$ cat config.mk
export PLATFORM = sky130hd
export DESIGN_NAME = paged_ea_gen
export DESIGN_NICKNAME = d
export VERILOG_FILES = /design/src/rtl/ea_gen_pkg.sv /design/src/rtl/ea_wrap_add.sv /design/src/rtl/ea_index_step.sv /design/src/rtl/ea_page_reg.sv /design/src/rtl/paged_ea_gen.sv
export SDC_FILE = /design/constraint.sdc
export NUM_CORES = 1
export LEC_CHECK = 0
export BUFFER_PORTS_ARGS = -buffer_cell sky130_fd_sc_hd__buf_2
export CAP_MARGIN = 20
export CORE_MARGIN = 4
export CORE_UTILIZATION = 45
export CTS_BUF_LIST = sky130_fd_sc_hd__clkbuf_8
export CTS_CLUSTER_DIAMETER = 30
export DETAILED_ROUTE_END_ITERATION = 10
export PLACE_DENSITY = 0.7
export SKIP_LAST_GASP = 1
export SLEW_MARGIN = 20
export SYNTH_ARGS = -nofsm -noshare
export SYNTH_HDL_FRONTEND = slang
export SYNTH_SLANG_ARGS = --single-unit
$ cat constraint.sdc
create_clock -name clk -period 4.67 [get_ports clk]
set_input_delay 0.934 -clock clk [delete_from_list [all_inputs] [get_ports clk]]
set_output_delay 0.934 -clock clk [all_outputs]
set_load 0.005 [all_outputs]
$ cat src/rtl/ea_gen_pkg.sv
package ea_gen_pkg;
   typedef enum logic [1:0] {
      IX_NONE = 2'b00,
      IX_INC  = 2'b01,
      IX_DEC  = 2'b10,
      IX_ONLY = 2'b11
   } ix_mode_e;

   typedef enum logic {
      ST_IDLE,
      ST_FETCH
   } ea_state_e;
endpackage

$ cat src/rtl/ea_wrap_add.sv
// Adds an offset to a base address; the carry stops at bit WRAP_W so the
// bits above it are kept from the base.
module ea_wrap_add #(
   parameter int AW     = 15,
   parameter int WRAP_W = 13
) (
   input  logic [AW-1:0] base,
   input  logic [AW-1:0] off,
   output logic [AW-1:0] sum
);
   generate
      if (WRAP_W >= AW) begin : g_full
         assign sum = base + off;
      end else begin : g_paged
         logic [WRAP_W-1:0] low_sum;
         assign low_sum = base[WRAP_W-1:0] + off[WRAP_W-1:0];
         assign sum     = {base[AW-1:WRAP_W], low_sum};
      end
   endgenerate
endmodule

$ cat src/rtl/ea_index_step.sv
module ea_index_step
   import ea_gen_pkg::*;
#(
   parameter int IDX_W = 8
) (
   input  ix_mode_e           mode,
   input  logic [IDX_W-1:0]   idx_in,
   output logic [IDX_W-1:0]   idx_eff,
   output logic               idx_wr,
   output logic               use_idx
);
   always_comb begin
      idx_eff = idx_in;
      idx_wr  = 1'b0;
      use_idx = 1'b0;
      case (mode)
         IX_INC: begin
            idx_eff = idx_in + IDX_W'(1);
            idx_wr  = 1'b1;
            use_idx = 1'b1;
         end
         IX_DEC: begin
            idx_eff = idx_in - IDX_W'(1);
            idx_wr  = 1'b1;
            use_idx = 1'b1;
         end
         IX_ONLY: use_idx = 1'b1;
         default: ;
      endcase
   end
endmodule

$ cat src/rtl/ea_page_reg.sv
module ea_page_reg #(
   parameter int PAGE_W = 2
) (
   input  logic              clk,
   input  logic              rst_n,
   input  logic              load,
   input  logic [PAGE_W-1:0] din,
   output logic [PAGE_W-1:0] q
);
   always_ff @(posedge clk) begin
      if (!rst_n)    q <= '0;
      else if (load) q <= din;
   end
endmodule

$ cat src/rtl/paged_ea_gen.sv
module paged_ea_gen
   import ea_gen_pkg::*;
#(
   parameter int AW     = 15,
   parameter int PAGE_W = 2,
   parameter int IDX_W  = 8,
   parameter int DISP_W = 7
) (
   input  logic              clk,
   input  logic              rst_n,
   input  logic              op_valid,
   input  logic              op_branch,
   input  logic              op_rel,
   input  logic [AW:0]       op_field,
   input  logic [AW-1:0]     op_npc,
   input  logic [IDX_W-1:0]  idx_in,
   output logic              busy,
   output logic              mem_req,
   output logic [AW-1:0]     mem_addr,
   input  logic              mem_rdy,
   input  logic [7:0]        mem_rdata,
   output logic              res_valid,
   output logic [AW-1:0]     res_addr,
   output logic              idx_we,
   output logic [IDX_W-1:0]  idx_wdata,
   output logic [PAGE_W-1:0] page_o
);
   localparam int OFF_W     = AW - PAGE_W;
   localparam int PTR_BYTES = (AW + 7) / 8;
   localparam int PTR_W     = PTR_BYTES * 8;
   localparam int CNT_W     = (PTR_BYTES > 1) ? $clog2(PTR_BYTES) : 1;

   generate
      if (AW <= 8 || AW > 24) begin : g_bad_aw
         $error("paged_ea_gen: AW must be 9..24");
      end
      if (PAGE_W < 2 || PAGE_W >= AW) begin : g_bad_page
         $error("paged_ea_gen: PAGE_W must cover the two mode bits and leave offset bits");
      end
      if (DISP_W >= OFF_W || DISP_W < 1) begin : g_bad_disp
         $error("paged_ea_gen: DISP_W must be narrower than the page offset");
      end
      if (IDX_W >= AW) begin : g_bad_idx
         $error("paged_ea_gen: IDX_W must be narrower than AW");
      end
   endgenerate

   ea_state_e          state_q;
   logic [AW-1:0]      base_q;
   logic [CNT_W-1:0]   byte_cnt_q;
   logic [PTR_W-1:0]   ptr_q;
   logic [IDX_W-1:0]   idx_eff_q;
   logic               idx_wr_q;
   logic               use_idx_q;
   logic               br_abs_q;

   // ---- decode of the offered operation ----
   ix_mode_e           op_mode;
   logic               op_ind;
   logic               op_br_abs;
   logic [AW-1:0]      disp_ext;
   logic [AW-1:0]      page_base;
   logic [AW-1:0]      rel_sum;
   logic [AW-1:0]      dir_idx_sum;
   logic [IDX_W-1:0]   idx_eff;
   logic               idx_wr;
   logic               use_idx;
   logic [AW-1:0]      idx_ext;
   logic [AW-1:0]      direct_ea;
   logic [AW-1:0]      fetch_base;

   assign op_ind    = op_rel ? op_field[DISP_W] : op_field[AW];
   assign op_br_abs = op_branch && !op_rel;
   assign op_mode   = (op_rel || op_branch) ? IX_NONE : ix_mode_e'(op_field[AW-1 -: 2]);
   assign disp_ext  = {{(AW-DISP_W){op_field[DISP_W-1]}}, op_field[DISP_W-1:0]};
   assign page_base = {page_o, op_field[OFF_W-1:0]};
   assign idx_ext   = {{(AW-IDX_W){1'b0}}, idx_eff};

   ea_index_step #(.IDX_W(IDX_W)) u_step (
      .mode    (op_mode),
      .idx_in  (idx_in),
      .idx_eff (idx_eff),
      .idx_wr  (idx_wr),
      .use_idx (use_idx)
   );

   ea_wrap_add #(.AW(AW), .WRAP_W(OFF_W)) u_rel_add (
      .base (op_npc),
      .off  (disp_ext),
      .sum  (rel_sum)
   );

   ea_wrap_add #(.AW(AW), .WRAP_W(OFF_W)) u_dir_idx_add (
      .base (page_base),
      .off  (idx_ext),
      .sum  (dir_idx_sum)
   );

   always_comb begin
      if (op_rel)         fetch_base = rel_sum;
      else if (op_branch) fetch_base = op_field[AW-1:0];
      else                fetch_base = page_base;
      direct_ea = (use_idx && !op_rel && !op_branch) ? dir_idx_sum : fetch_base;
   end

   // ---- pointer fetch ----
   logic [AW-1:0]    cnt_ext;
   logic [PTR_W-1:0] ptr_next;
   logic [AW-1:0]    ptr_val;
   logic [AW-1:0]    ind_idx_sum;
   logic [AW-1:0]    ind_ea;
   logic             last_byte;

   assign cnt_ext   = {{(AW-CNT_W){1'b0}}, byte_cnt_q};
   assign ptr_next  = {ptr_q[PTR_W-9:0], mem_rdata};
   assign ptr_val   = ptr_next[AW-1:0];
   assign last_byte = (byte_cnt_q == CNT_W'(PTR_BYTES-1));

   ea_wrap_add #(.AW(AW), .WRAP_W(AW)) u_byte_add (
      .base (base_q),
      .off  (cnt_ext),
      .sum  (mem_addr)
   );

   ea_wrap_add #(.AW(AW), .WRAP_W(AW)) u_ind_idx_add (
      .base (ptr_val),
      .off  ({{(AW-IDX_W){1'b0}}, idx_eff_q}),
      .sum  (ind_idx_sum)
   );

   assign ind_ea  = use_idx_q ? ind_idx_sum : ptr_val;
   assign mem_req = (state_q == ST_FETCH);
   assign busy    = (state_q == ST_FETCH);

   // ---- completion ----
   logic             accept;
   logic             fin_direct;
   logic             fin_ind;
   logic             finish;
   logic [AW-1:0]    fin_addr;
   logic             fin_br_abs;
   logic             fin_idx_wr;
   logic [IDX_W-1:0] fin_idx_val;

   assign accept      = (state_q == ST_IDLE) && op_valid;
   assign fin_direct  = accept && !op_ind;
   assign fin_ind     = (state_q == ST_FETCH) && mem_rdy && last_byte;
   assign finish      = fin_direct || fin_ind;
   assign fin_addr    = fin_direct ? direct_ea : ind_ea;
   assign fin_br_abs  = fin_direct ? op_br_abs : br_abs_q;
   assign fin_idx_wr  = fin_direct ? idx_wr    : idx_wr_q;
   assign fin_idx_val = fin_direct ? idx_eff   : idx_eff_q;

   ea_page_reg #(.PAGE_W(PAGE_W)) u_page (
      .clk   (clk),
      .rst_n (rst_n),
      .load  (finish && fin_br_abs),
      .din   (fin_addr[AW-1 -: PAGE_W]),
      .q     (page_o)
   );

   always_ff @(posedge clk) begin
      if (!rst_n) begin
         state_q    <= ST_IDLE;
         base_q     <= '0;
         byte_cnt_q <= '0;
         ptr_q      <= '0;
         idx_eff_q  <= '0;
         idx_wr_q   <= 1'b0;
         use_idx_q  <= 1'b0;
         br_abs_q   <= 1'b0;
         res_valid  <= 1'b0;
         res_addr   <= '0;
         idx_we     <= 1'b0;
         idx_wdata  <= '0;
      end else begin
         res_valid <= finish;
         idx_we    <= finish && fin_idx_wr;
         if (finish) begin
            res_addr  <= fin_addr;
            idx_wdata <= fin_idx_val;
         end
         case (state_q)
            ST_IDLE: begin
               if (accept && op_ind) begin
                  state_q    <= ST_FETCH;
                  base_q     <= fetch_base;
                  byte_cnt_q <= '0;
                  ptr_q      <= '0;
                  idx_eff_q  <= idx_eff;
                  idx_wr_q   <= idx_wr;
                  use_idx_q  <= use_idx && !op_rel && !op_branch;
                  br_abs_q   <= op_br_abs;
               end
            end
            ST_FETCH: begin
               if (mem_rdy) begin
                  ptr_q      <= ptr_next;
                  byte_cnt_q <= byte_cnt_q + CNT_W'(1);
                  if (last_byte) state_q <= ST_IDLE;
               end
            end
            default: state_q <= ST_IDLE;
         endcase
      end
   end
endmodule

==> metrics.cfg <==
[routing]
routed_via_density=5.910
finalWirelength_mm=15.52
drt_iter0_drc=443
ant_nets=0
vias=5248
drc=0
wire_per_inst_um=17.48
dr.pass1.iters=5

[power_and_ir_drop]
p_total_mw=1.523
p_leak_nw=2.504
ir_drop_v=0.0001345
power.density_nw_per_um2=261.0

[yosys]
synth_nets=753
synthTopCellsByArea=dfxtp_1 25%, ha_1 8.7%, nand2_1 6.2%
synthArstFlopShare=0
yosysSeqAreaShare=0.2462
yosys.area_share.simple=0.2139
muxShareOfSynthArea=0.04541
synth_xor_area_frac=0.09032
synth_top_area_frac=0.2462
synth_cells=662
synth_edf_count=0
yosysWarnings=0
syn_avg_cell_area_sq_um=7.617
synth_common_cells=83 x nand2_1, 62 x dfxtp_1, 61 x nor2_1
yosys_register_bits=62
synth_cell_types=66
synth-main-ff-cell=dfxtp_1
yosys.area.top_type=dfxtp_1
synth_fa_ha_area_frac=0.09876
yosysMostFrequentCell=nand2_1
synth-compound-area-share=0.2521
netlist_area_sq_um=5042
synth_top_family_by_area=compound AO/OA/AOI/OAI gates

[clock_tree]
cts_setup_buffers=0
path_clk_slew_ns=0.08
root_buffer=clkbuf_8
cts_tree=yes
cts.htree.levels=3
cts_resized=0
clkSinkCount=62
clk_path_buf_depth=2
cts-hold-fix-buffers=0
cts_made_buffers=9
clk_latency_ns=0.35

[finish]
fillers=1063
diodes=0
final_nets=834
drive_above_1_share=0.2045
stdcell_count=888
post-route-util=0.5360
syn_to_final_growth_pct=15.73

[worst_setup_path]
worstPathMaxFanout=5
critical_path_depth=19
slowest_delay_ns=0.39
crit_family=compound AO/OA/AOI/OAI gates
ff2ff_path_depth=10
critical_path_class=primary input to register
worst-path-buf-inv=2
path_cells=buf_2, nor2_2, nand2_1, inv_2, ha_4, xor2_1, ha_2, a21oi_1, o22ai_1, mux2_1, o21ai_1, xnor2_1, ha_2, o21a_1, o21ai_0, a21oi_1, mux2_2, a2111oi_2, a211oi_1
arrival_ns=4.58
crit_path_end_kind=register
cp.required_ns=4.89
cp_slowest_cell=ha_2
start_kind=primary input

[sta]
final_hold_viol_count=0
fin_crit_ns=4.364
tightestPinTransition_ns=0.8108
slew_viol_final=0
rsz0062_at_grt=yes
timing.hold.ws_ns=0.4667
max-slew-margin-rel=0.4582
fin_crit_sh=0.9344
setup_violations=0
skew_ns=0.01354
fmax_mhz=229.2

[floorplanning]
coreArea_sq_um=10890
rows=38
start_util=0.4631
die_h_um=113.9
die_w_um=113.9
dieArea_sq_um=12960
num_io_pins=97

[global_routing]
grt_pass1_wl_mm=24.77
grt_overflow=0
grt_pass1_vias=4992
grt_max_degree=34
grt_util_all_layers=0.2372
antenna_found_initial=0

[placed_design]
place_inst=872
finalWeightedCongestion=0.9286
port_buffers=96
dp_hpwl_mm=11.97

[run_status]
status=finished, final reports clean

[job]
maxCapViolCount=0

[hold_path]
hold_path.class=register to register
holdPathStages=2

[layout by cell type (no fill, tap or decap), types with 16 or more instances in the layout]
cell / count
buf_4: 16
dfxtp_1: 62
buf_2: 96
xnor2_1: 24
a211oi_1: 19
inv_1: 18
nand3_1: 31
o21ai_0: 42
nor2_1: 59
ha_1: 31
nand2_1: 81
a21oi_1: 54
xor2_1: 28
[metal layers]
| layer | vias up | global-route usage | share of wire |
|---|---|---|---|
| li1 | 2556 | - | - |
| met1 | 2436 | 0.3127 | 0.43 |
| met5 | - | 0 | 0 |
| met3 | 29 | 0.03873 | 0.074 |
| met4 | 0 | 0.08234 | 0.027 |
| met2 | 227 | 0.3938 | 0.47 |
[report_power, final]
part           switching (mW)  internal (mW)  total, mW
combinational           0.277          0.200      0.477
clock                   0.239          0.210      0.449
sequential             0.0327          0.565      0.597
[per-stage QoR]
stage / TNS (ns) / cell area (sq um) / worst slack, ns
global route: -0.0009273 / 5836 / -0.0009273
global placement: 0 / 5645 / 0.02627
finish: 0 / 5836 / 0.3065
floorplan: 0 / 5075 / 0.01582
CTS: 0 / 5829 / 0.2786
detailed placement: -0.1673 / 5645 / -0.07379
[flip-flops by register name, indices dropped and copies added, names as in the netlist]
| signal | flops |
|---|---|
| base_q | 15 |
| br_abs_q | 1 |
| busy | 1 |
| byte_cnt_q | 1 |
| idx_eff_q | 8 |
| idx_wdata | 8 |
| idx_we | 1 |
| idx_wr_q | 1 |
| ptr_q | 7 |
| res_addr | 15 |
| res_valid | 1 |
| u_page.q | 2 |
| use_idx_q | 1 |
[area by class of cell]
class                           count  area (sq um)  share of cell area
Multi-Input combinational cell    539          3563              0.6106
Inverter                           19         71.32             0.01222
Sequential cell                    62          1241              0.2127
Tap cell                          140         175.2             0.03002
Timing Repair Buffer              112         600.6              0.1029
Clock buffer                       10         137.6             0.02358
Clock inverter                      6         46.29            0.007933
[final timing paths]
kind	from	endpoint	slack, ns
setup / recovery	op_rel	res_addr[11]	0.31
hold / removal	idx_wr_q	idx_wr_q	0.47
setup reg to reg	idx_eff_q[0]	res_addr[12]	2.32
hold reg to reg	idx_wr_q	idx_wr_q	0.47
[logic make-up (layout without fill, tap and decap cells)]
logic type	after synthesis	in the layout
muxes	22	22
and+or+nand+nor	238	238
xor gates and xnor gates	52	52
DFF	62	62
buffers and inverters	61	147
adders and majority gates	38	38
AOI/OAI and AO/OA	189	189
[worst register-to-register path: stages, from the launching register on]
cell	delay, ns
dfxtp_1	0.36
ha_1	0.20
inv_1	0.06
fa_1	0.39
nor2b_1	0.13
o21ai_0	0.14
a21oi_1	0.30
o211ai_1	0.13
xor2_1	0.15
o21ai_0	0.09
a32o_1	0.28
No activity file was read; power rests on OpenSTA's default activity.
